<file path="src/rtl/uart_rx_dmaq.sv">
`timescale 1ns/1ps
module uart_rx_dmaq #(
  parameter int DEPTH = 4,
  parameter int DIV_W = 8,
  parameter int CNT_W = $clog2(DEPTH + 1)
) (
  input  logic             clk,
  input  logic             rst_n,
  input  logic             rxd,
  input  logic [DIV_W-1:0] baud_div,
  input  logic [CNT_W-1:0] watermark,
  input  logic             fifo_en,
  input  logic             dma_ack,
  input  logic             err_clr,
  output logic [7:0]       rd_data,
  output logic             dma_req,
  output logic             boundary,
  output logic [CNT_W-1:0] fifo_cnt,
  output logic             overrun,
  output logic             frame_err
);
  localparam int AW = (DEPTH > 1) ? $clog2(DEPTH) : 1;
  localparam int CHAR_TICKS = 160;
  localparam int IW = $clog2(CHAR_TICKS);

  typedef enum logic [1:0] {S_IDLE, S_START, S_DATA, S_STOP} st_t;

  st_t              st;
  logic [1:0]       sync;
  logic             rx, rx_q;
  logic [DIV_W-1:0] divcnt;
  logic [3:0]       tcnt;
  logic [2:0]       bcnt;
  logic [7:0]       shreg;
  logic [IW-1:0]    idle_cnt;
  logic             armed, drain;
  logic [7:0]       mem [DEPTH];
  logic [AW-1:0]    wptr, rptr;

  wire [DIV_W-1:0] div_eff = (baud_div == '0) ? DIV_W'(1) : baud_div;
  wire tick = (divcnt == div_eff - DIV_W'(1));
  wire fall = (st == S_IDLE) && rx_q && !rx;
  wire push = (st == S_STOP) && tick && (tcnt == 4'd15);
  wire [CNT_W-1:0] cap  = fifo_en ? CNT_W'(DEPTH) : CNT_W'(1);
  wire full    = (fifo_cnt >= cap);
  wire do_push = push && !full;
  wire pop     = dma_ack && (fifo_cnt != '0);
  wire idle_hit = (st == S_IDLE) && rx && tick && armed && !push &&
                  (idle_cnt == IW'(CHAR_TICKS - 1));

  wire [CNT_W-1:0] wm_clamp = (watermark == '0) ? CNT_W'(1) :
                              (watermark >= CNT_W'(DEPTH)) ? CNT_W'(DEPTH - 1) : watermark;
  wire [CNT_W-1:0] wm_eff = fifo_en ? wm_clamp : CNT_W'(1);

  assign rx      = sync[1];
  assign rd_data = mem[rptr];
  assign dma_req = (fifo_cnt != '0) && ((fifo_cnt >= wm_eff) || drain);

  always_ff @(posedge clk or negedge rst_n)
    if (!rst_n) begin
      sync <= 2'b11;
      rx_q <= 1'b1;
    end else begin
      sync <= {sync[0], rxd};
      rx_q <= rx;
    end

  always_ff @(posedge clk or negedge rst_n)
    if (!rst_n)        divcnt <= '0;
    else if (fall || tick) divcnt <= '0;
    else               divcnt <= divcnt + DIV_W'(1);

  always_ff @(posedge clk or negedge rst_n)
    if (!rst_n) begin
      st    <= S_IDLE;
      tcnt  <= '0;
      bcnt  <= '0;
      shreg <= '0;
    end else begin
      case (st)
        S_IDLE: if (fall) begin
          st   <= S_START;
          tcnt <= '0;
        end
        S_START: if (tick) begin
          if (tcnt == 4'd7) begin
            if (!rx) begin
              st   <= S_DATA;
              tcnt <= '0;
              bcnt <= '0;
            end else begin
              st <= S_IDLE;
            end
          end else begin
            tcnt <= tcnt + 4'd1;
          end
        end
        S_DATA: if (tick) begin
          tcnt <= tcnt + 4'd1;
          if (tcnt == 4'd15) begin
            shreg <= {rx, shreg[7:1]};
            bcnt  <= bcnt + 3'd1;
            if (bcnt == 3'd7) st <= S_STOP;
          end
        end
        S_STOP: if (tick) begin
          tcnt <= tcnt + 4'd1;
          if (tcnt == 4'd15) st <= S_IDLE;
        end
        default: st <= S_IDLE;
      endcase
    end

  always_ff @(posedge clk or negedge rst_n)
    if (!rst_n) begin
      idle_cnt <= '0;
      armed    <= 1'b0;
      drain    <= 1'b0;
      boundary <= 1'b0;
    end else begin
      boundary <= 1'b0;
      if (push) begin
        armed    <= 1'b1;
        idle_cnt <= '0;
      end else if (st != S_IDLE || !rx) begin
        idle_cnt <= '0;
      end else if (tick && armed) begin
        idle_cnt <= idle_hit ? '0 : idle_cnt + IW'(1);
      end
      if (drain && fifo_cnt == '0 && !push) begin
        boundary <= 1'b1;
        drain    <= 1'b0;
      end
      if (idle_hit) begin
        drain <= 1'b1;
        armed <= 1'b0;
      end
    end

  always_ff @(posedge clk or negedge rst_n)
    if (!rst_n) begin
      wptr     <= '0;
      rptr     <= '0;
      fifo_cnt <= '0;
    end else begin
      if (do_push) wptr <= (wptr == AW'(DEPTH - 1)) ? '0 : wptr + AW'(1);
      if (pop)     rptr <= (rptr == AW'(DEPTH - 1)) ? '0 : rptr + AW'(1);
      fifo_cnt <= fifo_cnt + CNT_W'(do_push) - CNT_W'(pop);
    end

  always_ff @(posedge clk)
    if (do_push) mem[wptr] <= shreg;

  always_ff @(posedge clk or negedge rst_n)
    if (!rst_n) begin
      overrun   <= 1'b0;
      frame_err <= 1'b0;
    end else begin
      if (err_clr) begin
        overrun   <= 1'b0;
        frame_err <= 1'b0;
      end
      if (push && full) overrun   <= 1'b1;
      if (push && !rx)  frame_err <= 1'b1;
    end
endmodule

</file>
<file path="config.mk">
export PLATFORM = sky130hd
export DESIGN_NAME = uart_rx_dmaq
export DESIGN_NICKNAME = d
export VERILOG_FILES = /design/src/rtl/uart_rx_dmaq.sv
export SDC_FILE = /design/constraint.sdc
export NUM_CORES = 1
export LEC_CHECK = 0
export ABC_AREA = 1
export BUFFER_PORTS_ARGS = -buffer_cell sky130_fd_sc_hd__buf_2
export CAP_MARGIN = 20
export CORE_ASPECT_RATIO = 0.6
export CORE_MARGIN = 1
export CORE_UTILIZATION = 60
export DETAILED_ROUTE_END_ITERATION = 8
export PLACE_DENSITY = 0.81
export SETUP_SLACK_MARGIN = 0.1
export SLEW_MARGIN = 15
export SYNTH_ARGS = -nofsm -noshare
export SYNTH_HDL_FRONTEND = slang
export SYNTH_SLANG_ARGS = --single-unit
</file>
<file path="constraint.sdc">
create_clock -name clk -period 3.35 [get_ports clk]
set_clock_uncertainty 0.1 [all_clocks]
set_input_delay 0.5025 -clock clk [delete_from_list [all_inputs] [get_ports clk]]
set_output_delay 0.5025 -clock clk [all_outputs]
set_load 0.01 [all_outputs]
</file>
### After elaboration in Yosys (flattened, before gate mapping)

Memories as Yosys holds them, arrays and structs flattened.
Cells that the tools add are included.

| storage, ports and cells | value |
|---|---|
| flip-flop bits (word level) | 48 |
| RAM bits | 32 |
| bits of input ports | 17 |
| output and inout port bits | 15 |
| logic and storage cells | 134 |
| memories kept | 1 |

| operators by class | value |
|---|---|
| $add $sub $neg | 9 |
| magnitude comparators | 3 |
| equality and inequality tests | 21 |
| muxes and demuxes | 44 |
| reductions and logical operators | 40 |

Memory list:

| name | words | width | rd ports | clocked after memory_dff | wr ports | line | text |
|---|---|---|---|---|---|---|---|
| mem | 4 | 8 | 1 | 0 | 1 | 37 | `logic [7:0] mem [DEPTH];` |

Operators with widths:

| kind | count |
|---|---|
| two-way mux 8 bit | 6 |
| two-way mux 3 bit | 9 |
| two-way mux 2 bit | 11 |
| two-way mux 4 bit | 5 |
| logical AND 1 bit | 17 |
| adder 8 x 1 -> 8 bit (second input constant) | 2 |
| != test 2 bit (second input constant) | 8 |
| one-hot mux 4 bit (3 select lines) | 1 |
| nonzero test 2 bit | 6 |
| two-way mux 1 bit | 10 |
| == test 2 bit (second input constant) | 4 |
| == test 8 bit | 1 |
| == test 8 bit (second input constant) | 1 |
| zero test 8 bit | 1 |
| one-hot mux 2 bit (4 select lines) | 1 |
| AND reduction 8 bit | 1 |
| subtractor 8 x 1 -> 8 bit (second input constant) | 1 |
| >= comparator 3 bit | 2 |
| zero test 3 bit | 2 |
| one-hot mux 3 bit (2 select lines) | 1 |
| AND reduction 6 bit | 1 |
| nonzero test 3 bit | 2 |
| adder 2 x 1 -> 2 bit (second input constant) | 2 |
| adder 4 x 1 -> 4 bit (second input constant) | 1 |
| other kinds (16) | 21 |

### Longest topological paths before layout

Gate-level depths: netlist of run 1.

| depth | value |
|---|---|
| word-level depth | 13 |
| mapped depth | 20 |
| depth with buffers taken out | 20 |

### Least setup slack after synthesis of run 1

OpenSTA, ideal clock, no wires.

| timing | value |
|---|---|
| path type | input to register |
| start point | input port baud_div[4] |
| end point | register fifo_cnt[2] |
| setup time | 0.129 ns |
| arrival | 3.188 ns |
| data required time | 3.121 ns |
| slack | -0.067 ns |
| stages | 20 |
| path buffers | 0 |
| cell sequence | nor2_1 -> nand2_2 -> o21ai_1 -> inv_1 -> ha_1 -> inv_1 -> nand2_1 -> nand3_1 -> nand2_1 -> a21oi_2 -> nand2_2 -> nor2_8 -> nand4_2 -> nor2_2 -> inv_2 -> ha_1 -> inv_1 -> ha_1 -> fa_1 -> xor2_1 |

| between the ends | value |
|---|---|
| longest elaborated chain between the ends | 9 |

RTL lines:

| item | line | text |
|---|---|---|
| from (decl) | 10 | `input logic [DIV_W-1:0] baud_div,` |
| zero test 8 bit | 40 | `wire [DIV_W-1:0] div_eff = (baud_div == '0) ? DIV_W'(1) : baud_div;` |
| two-way mux 8 bit * | 40 |  |
| subtractor 8 x 1 -> 8 bit * | 41 | `wire tick = (divcnt == div_eff - DIV_W'(1));` |
| == test 8 bit * | 41 |  |
| logical AND 1 bit * (2 in a row) | 43 | `wire push = (st == S_STOP) && tick && (tcnt == 4'd15);` |
| logical AND 1 bit * | 46 | `wire do_push = push && !full;` |
| adder 3 x 1 -> 3 bit * | 148 | `fifo_cnt <= fifo_cnt + CNT_W'(do_push) - CNT_W'(pop);` |
| subtractor 3 x 1 -> 3 bit * | 148 |  |
| to (signal assigned) | 148 |  |
| to (decl) | 18 | `output logic [CNT_W-1:0] fifo_cnt,` |

Every way passes the cells marked *; elsewhere a longest branch is shown, timed or not.
A chain may end at the register's enable or synchronous reset.

### Final worst setup path of run 1

Same ends and word-level chain as after synthesis.

==> metrics.txt, run 1 <==
result of the run=finished clean; FP Rows=22; per-instance average area after synthesis=9.44 um2; most frequent standard cell in the layout excluding fill and tap cells=sky130_fd_sc_hd__nand2_1; placed wire-length estimate after detailed placement=5.83 mm; share of post-route cells with drive strength above 1=20.9%; final-stage net count=520; Final min period=3.04 ns; core region area=6360 um2; via count of the first global-routing pass=2859; worst-margin pin slew=0.776 ns; die area=7190 um2; path type of the worst setup path=in2reg; CP Data Arrival Time=3.16 ns; total length of routed met3 wires=492 um; flop and latch count out of synthesis=80; final setup vio count=0; antenna diode count=0; share of synthesized area spent on multiplexers=0%; worst supply voltage drop on vdd=531 uV; clock tree from TritonCTS=built; global routing usage summed across all routing layers=25.8%; height of the die=66.1 um; Max Cap Viol=0; path type of the worst min-delay path=in2async; clock transition time at the flip-flop clock pins of the worst setup and hold paths=0.06 ns; count of clock tree sinks=80; buffer levels on the longest clock path=2; Max stage delay on crit path=0.34 ns; highest-delay cell along the critical path=sky130_fd_sc_hd__fa_2; Clock Root Buffer=sky130_fd_sc_hd__clkbuf_16; end of the worst register-to-register path=fifo_cnt[2]; commonest non-fill, non-tap cells in the layout=71 x sky130_fd_sc_hd__nand2_1, 59 x sky130_fd_sc_hd__inv_1, 47 x sky130_fd_sc_hd__nor2_1, 45 x sky130_fd_sc_hd__dfrtp_1, 32 x sky130_fd_sc_hd__edfxtp_1; Die Width=109 um; routed length on met1=4.10 mm; clock buffers created by TritonCTS=9; pre-CTS worst setup slack=-0.0469 ns; dominant combinational cell family by area after synthesis=simple AND/OR/NAND/NOR gates; clock network latency to the later pin of the worst-skew pair=0.33 ns; xor-xnor portion of the synthesized cell area=3.20%; number of levels the H-tree was split into=3; Post-DRT Antenna Nets=0; detail-routed net length per standard cell=14.1 um; RePlAce Congestion=0.877; cell chain of the critical path=buf_2, nor2_2, nand2_2, o21ai_2, inv_1, ha_2, xor2_1, nand2_1, nor2_2, nand2_2, nor2_8, nand4_4, nor2_4, inv_2, ha_1, inv_1, ha_1, fa_2, xor2_1; worst setup margin=0.312 ns; CP endpoint=fifo_cnt[2]; area fraction in compound gates after synthesis=9.14%; length of routed met2 wiring=3.38 mm; unrepaired setup endpoints after global routing=false; number of vias per cell after detailed routing=5.39; maximum fanout along the worst path=5; area growth from synthesis to layout=15.9%; final-report hold violation count=0; Critical Path Start Type=input pin; Power Total=3.20 mW; R2R setup slack=0.47 ns; startpoint of the worst-slack reg-to-reg timing path=tcnt[0]; count of input and output buffers=31; share of the yosys chip area belonging to registers=52.7%; DP Cell Count=557; Worst R2R Path Depth=13; Congestion Overflow GR=0; quantity of hold-fixing buffers added after cts=0; wire length of the first global-routing pass=13.8 mm; total number of vias=3090; number of remaining DRC errors=0; final instance area=4760 um2; startpoint of the most critical setup path=baud_div[4]; highest achievable clock rate=0.329 GHz; Synthesis Warnings=0; Net Count, Synth=471; number of distinct library cells after synthesis=40; P_leak=2.25 nW; crit share post-route=90.7%; worst slew slack as a fraction of its limit=48.1%; antenna violations before repair=0; number of ports placed on the die boundary=32; adder-cell share of the synthesized area=5.97%; highest routing layer actually used=met4; sum of negative setup slack=0 ns; Area after DPL=4460 um2; Final Instance Count excl. Fillers=573; endpoint required time on the critical path=3.47 ns; kind of capture point of the worst setup path=register; synthesized area=4110 um2; filler instances=451; final max-slew violation count=0; DRC violation total after the first TritonRoute iteration=338; power density of the placed cells=672 nW/um2; largest net degree at the start of global routing=32; initial core utilization=64.6%; post-synthesis cell count=435; drt first pass iters=5; Setup Buffers After CTS=0; routed wire length=8.07 mm; Post-Synth Simple-Gate Area=22.5%; post-CTS resize count=0
==> per-layer routing <==
| metal | up-vias | GRT usage (%) |
|---|---|---|
| li1 | 1540 | - |
| met1 | 1451 | 37.9 |
| met2 | 85 | 38.2 |
| met3 | 14 | 6.40 |
| met4 | 0 | 7.09 |
| met5 | - | 0 |
==> cells in the mapped netlist, drive strengths merged <==
master / n / area share, %
a21oi: 8 / 1.1
and3: 1 / 0.15
buf: 1 / 0.27
clkbuf: 4 / 0.37
clkinv: 1 / 0.091
conb: 1 / 0.091
dfrtp: 45 / 27
dfstp: 3 / 1.9
edfxtp: 32 / 23
fa: 1 / 0.49
ha: 18 / 5.5
inv: 62 / 5.7
nand2: 81 / 8.0
nand3: 27 / 4.1
nand3b: 3 / 0.85
nand4: 10 / 1.7
nor2: 54 / 5.9
nor3: 5 / 0.73
nor3b: 3 / 0.55
o211ai: 1 / 0.18
o21ai: 45 / 6.2
o22ai: 11 / 1.7
or2: 2 / 0.30
or3: 1 / 0.15
xnor2: 4 / 0.85
xor2: 11 / 2.3
==> state kept, by name, indices dropped and copies added (netlist names), named ones only <==
name,cells
idle_cnt,8
overrun,1
tcnt,4
rptr,2
divcnt,8
wptr,2
sync,2
mem,32
rx_q,1
armed,1
drain,1
frame_err,1
bcnt,3
shreg,8
boundary,1
fifo_cnt,3
st,1
==> power breakdown <==
group	switching, mW	internal [mW]
registers	0.123	1.11
clock network	0.399	0.583
logic	0.617	0.361
==> kinds of logic (layout without fill, tap and decap cells) <==
group	count (synthesis)	in the layout
adder cells (fa/ha/maj)	19	19
AO/OA/AOI/OAI	65	65
flip-flops	80	80
other	1	1
AND/OR/NAND/NOR	187	187
XOR/XNOR	15	15
buffers and inverters	68	122
==> critical path, delay by kind of cell <==
kind	cells	cell delay, ns
buf+inv	4	0.27
compound gates	1	0.13
xor+xnor	2	0.31
simple gates	8	0.82
fa+ha+maj	4	1.11
==> how the worst min path moves through the flow <==
| stage | from | endpoint | slack [ns] | cells after the start |
|---|---|---|---|---|
| after floorplan | rst_n | async pin | 0.11 | 0 |
| after global placement | sync[0] | sync[1] | 0.25 | 0 |
| after detailed placement | sync[0] | sync[1] | 0.25 | 0 |
| after CTS | rst_n | overrun | 0.14 | 1 |
| after global routing | rxd | sync[0] | 0.16 | 1 |
| final | rst_n | overrun | 0.11 | 1 |
==> layout make-up <==
type                    count  area (um2)  share of cell area, %
flip-flops and latches     80        2170                   45.5
multi-input cells         287        1700                   35.8
repair buffers             43         245                   5.15
inverters                  63         236                   4.97
clock buffers               9         225                   4.73
well taps                  84         105                   2.21
clock inverters             7        78.8                   1.66
==> through the flow <==
stage	utilization, %	hold WS, ns
2_1_floorplan	-	0.107
3_3_place_gp	70.1	0.247
3_5_place_dp	70.1	0.249
4_1_cts	74.9	0.137
5_1_grt	74.9	0.157
6_report	74.9	0.115
(Power assumes the default switching activity.)
==> run 2, diff against run 1 <==
- GPL_TIMING_DRIVEN: not set -> 0
==> run 2 against run 1 <==
  * Total power down 2.4%
  * Largest cell class unchanged
  * Core utilization up 0.55 points
  * Highest routed layer unchanged
  * Sequential share of layout area down 0.33 points
  * Largest power group unchanged
  * Clock power decreased by 10%
  * Via count grew 3.2%
  * Worst setup slack worse by 0.11 ns
  * First-iteration DRC count is 33% lower
  * Final cell count increased by 0.52%
  * Hold slack worse by 0.043 ns
  * Sequential cell count unchanged
  * Sequential power hardly changed
==> metrics.txt, run 2 (synthesis gave the netlist of run 1 again) <==
endpoint required time on the critical path=3.47 ns (about the same); largest net degree at the start of global routing=49 (was 32); sum of negative setup slack=0 ns (unchanged); final-report hold violation count=0 (unchanged); Worst R2R Path Depth=13 (unchanged); Post-DRT Antenna Nets=0 (unchanged); count of input and output buffers=31 (unchanged); clock network latency to the later pin of the worst-skew pair=0.34 ns (was 0.33 ns); drt first pass iters=4 (was 5); Congestion Overflow GR=0 (unchanged); area growth from synthesis to layout=16.8% (was 15.9%); Final min period=3.15 ns (was 3.04 ns); FP Rows=22 (unchanged); utilization after layout=75.4% (was 74.9%); CP Data Arrival Time=3.27 ns (was 3.16 ns); Switching Fraction=36.4% (was 35.6%); RePlAce Congestion=0.884 (was 0.877); crit share post-route=93.9% (was 90.7%); part of the power in the clock network=28.3% (was 30.7%); path type of the worst setup path=in2reg (unchanged); DRC violation total after the first TritonRoute iteration=226 (was 338); clock tree from TritonCTS=built (unchanged); path type of the worst min-delay path=in2async (unchanged); buffer levels on the longest clock path=2 (unchanged); power density of the placed cells=651 nW/um2 (was 672 nW/um2); die area=7190 um2 (unchanged); highest achievable clock rate=0.318 GHz (was 0.329 GHz); combinational fraction of design power=31.8% (was 30.6%); core region area=6360 um2 (unchanged); final setup vio count=0 (unchanged); unrepaired setup endpoints after global routing=false (unchanged); kind of capture point of the worst setup path=register (unchanged); net switching power=1.14 mW (about the same); Power Total=3.12 mW (was 3.20 mW); worst supply voltage drop on vdd=600 uV (was 531 uV); Critical Path Start Type=input pin (unchanged); count of clock tree sinks=80 (unchanged); initial core utilization=64.6% (unchanged); worst slew slack as a fraction of its limit=48.6% (was 48.1%); total number of vias=3190 (was 3090); clock transition time at the flip-flop clock pins of the worst setup and hold paths=0.06 ns (about the same); global routing usage summed across all routing layers=26.1% (was 25.8%); detail-routed net length per standard cell=14.7 um (was 14.1 um); quantity of hold-fixing buffers added after cts=0 (unchanged); via count of the first global-routing pass=3016 (was 2859); Max Cap Viol=0 (unchanged); number of ports placed on the die boundary=32 (unchanged); maximum fanout along the worst path=5 (unchanged); result of the run=finished clean (unchanged); clock buffers created by TritonCTS=9 (unchanged); worst-margin pin slew=0.768 ns (was 0.776 ns); number of levels the H-tree was split into=3 (unchanged); number of remaining DRC errors=0 (unchanged); sequential group share of total power=39.9% (was 38.7%); final-stage net count=523 (was 520); routed wire length=8.48 mm (was 8.07 mm); placed wire-length estimate after detailed placement=5.99 mm (was 5.83 mm); worst setup margin=0.204 ns (was 0.312 ns); final max-slew violation count=0 (unchanged); Internal Dissipation=1.98 mW (was 2.06 mW); most frequent standard cell in the layout excluding fill and tap cells=sky130_fd_sc_hd__nand2_1 (unchanged); height of the die=66.1 um (unchanged); share of post-route cells with drive strength above 1=21.7% (was 20.9%); wire length of the first global-routing pass=13.7 mm (was 13.8 mm); largest register by flop count=mem (unchanged); pre-CTS worst setup slack=-0.288 ns (was -0.0469 ns); antenna violations before repair=0 (unchanged); P_leak=2.26 nW (was 2.25 nW); Die Width=109 um (unchanged); max reg flops=32 (unchanged); Clock Root Buffer=sky130_fd_sc_hd__clkbuf_16 (unchanged); commonest non-fill, non-tap cells in the layout=70 x sky130_fd_sc_hd__nand2_1, 57 x sky130_fd_sc_hd__inv_1, 47 x sky130_fd_sc_hd__nor2_1, 45 x sky130_fd_sc_hd__dfrtp_1, 32 x sky130_fd_sc_hd__edfxtp_1 (was 71 x sky130_fd_sc_hd__nand2_1, 59 x sky130_fd_sc_hd__inv_1, 47 x sky130_fd_sc_hd__nor2_1, 45 x sky130_fd_sc_hd__dfrtp_1, 32 x sky130_fd_sc_hd__edfxtp_1); number of vias per cell after detailed routing=5.54 (was 5.39); filler instances=408 (was 451); antenna diode count=0 (unchanged)
run 2: changes by cell type in the layout (fill, tap and decap cells not counted), sizes merged:
cell      delta
buf          -1
bufinv       -1
clkbuf       +4
clkinv       +4
clkinvlp     -2
inv          -1
run 2: layout make-up:
cell class	count	area [um2]	share of cell area [%]
flip-flops and latches	80	2170	45.2
inverters	63	239	4.98
repair buffers	41	235	4.91
well taps	84	105	2.19
plain buffers	5	26.3	0.548
clock buffers	9	225	4.70
clock inverters	7	47.5	0.992
multi-input cells	287	1750	36.5
run 2: worst max-delay path: stages:
cell                      delay, ns
sky130_fd_sc_hd__buf_2         0.14
sky130_fd_sc_hd__nor2_4        0.15
sky130_fd_sc_hd__nand2_4       0.08
sky130_fd_sc_hd__o21ai_2       0.18
sky130_fd_sc_hd__inv_2         0.07
sky130_fd_sc_hd__ha_4          0.26
sky130_fd_sc_hd__xor2_1        0.14
sky130_fd_sc_hd__nand2_1       0.07
sky130_fd_sc_hd__nor2_2        0.11
sky130_fd_sc_hd__nand2_2       0.09
sky130_fd_sc_hd__nor2_8        0.15
sky130_fd_sc_hd__nand4_4       0.12
sky130_fd_sc_hd__nor2_4        0.15
sky130_fd_sc_hd__inv_2         0.08
sky130_fd_sc_hd__ha_4          0.25
sky130_fd_sc_hd__inv_1         0.04
sky130_fd_sc_hd__ha_2          0.17
sky130_fd_sc_hd__fa_2          0.36
sky130_fd_sc_hd__xor2_1        0.16
run 2: path summary, 6_finish.rpt:
check                                  from     endpoint  slack [ns]
worst max register to register      tcnt[0]  fifo_cnt[2]        0.48
worst min-delay path                  rst_n    frame_err        0.07
worst max-delay path            baud_div[4]  fifo_cnt[2]        0.20
min in group clk                        rxd      sync[0]        0.16
worst min register to register      sync[0]      sync[1]        0.26
max in group asynchronous             rst_n    divcnt[1]        2.66
run 2: per-stage QoR:
step	instances	hold slack [ns]	cell area (um2)
after floorplan	435	0.107	4130
after global placement	550	0.247	4390
final	576	0.0716	4790
after detailed placement	550	0.250	4390
after CTS	567	0.153	4670
after global routing	576	0.119	4790
run 2: repair_timing:
action	in CTS	in global routing
endpoints found under the setup margin	2	34
gates resized for setup	0	13
gates cloned	0	0
pin swaps	1	9
buffers inserted	1	9
run 2: power by group through the flow:
stage / registers, mW / clock network, mW / logic (mW)
6_report: 1.25 / 0.882 / 0.993
5_1_grt: 1.26 / 0.939 / 1.13
4_1_cts: 1.24 / 0.895 / 0.973
3_5_place_dp: 1.26 / 0 / 0.964
3_3_place_gp: 1.25 / 0 / 0.917
2_1_floorplan: 1.23 / 0 / 0.685
run 2: layer usage:
metal | vias up | wire length (um) | GRT usage [%] | share of wire [%]
li1 | 1541 | - | - | -
met4 | 0 | 167 | 8.11 | 2.0
met5 | - | 0 | 0 | 0
met1 | 1533 | 4040 | 35.7 | 48
met2 | 98 | 3780 | 40.0 | 45
met3 | 18 | 496 | 8.08 | 5.8
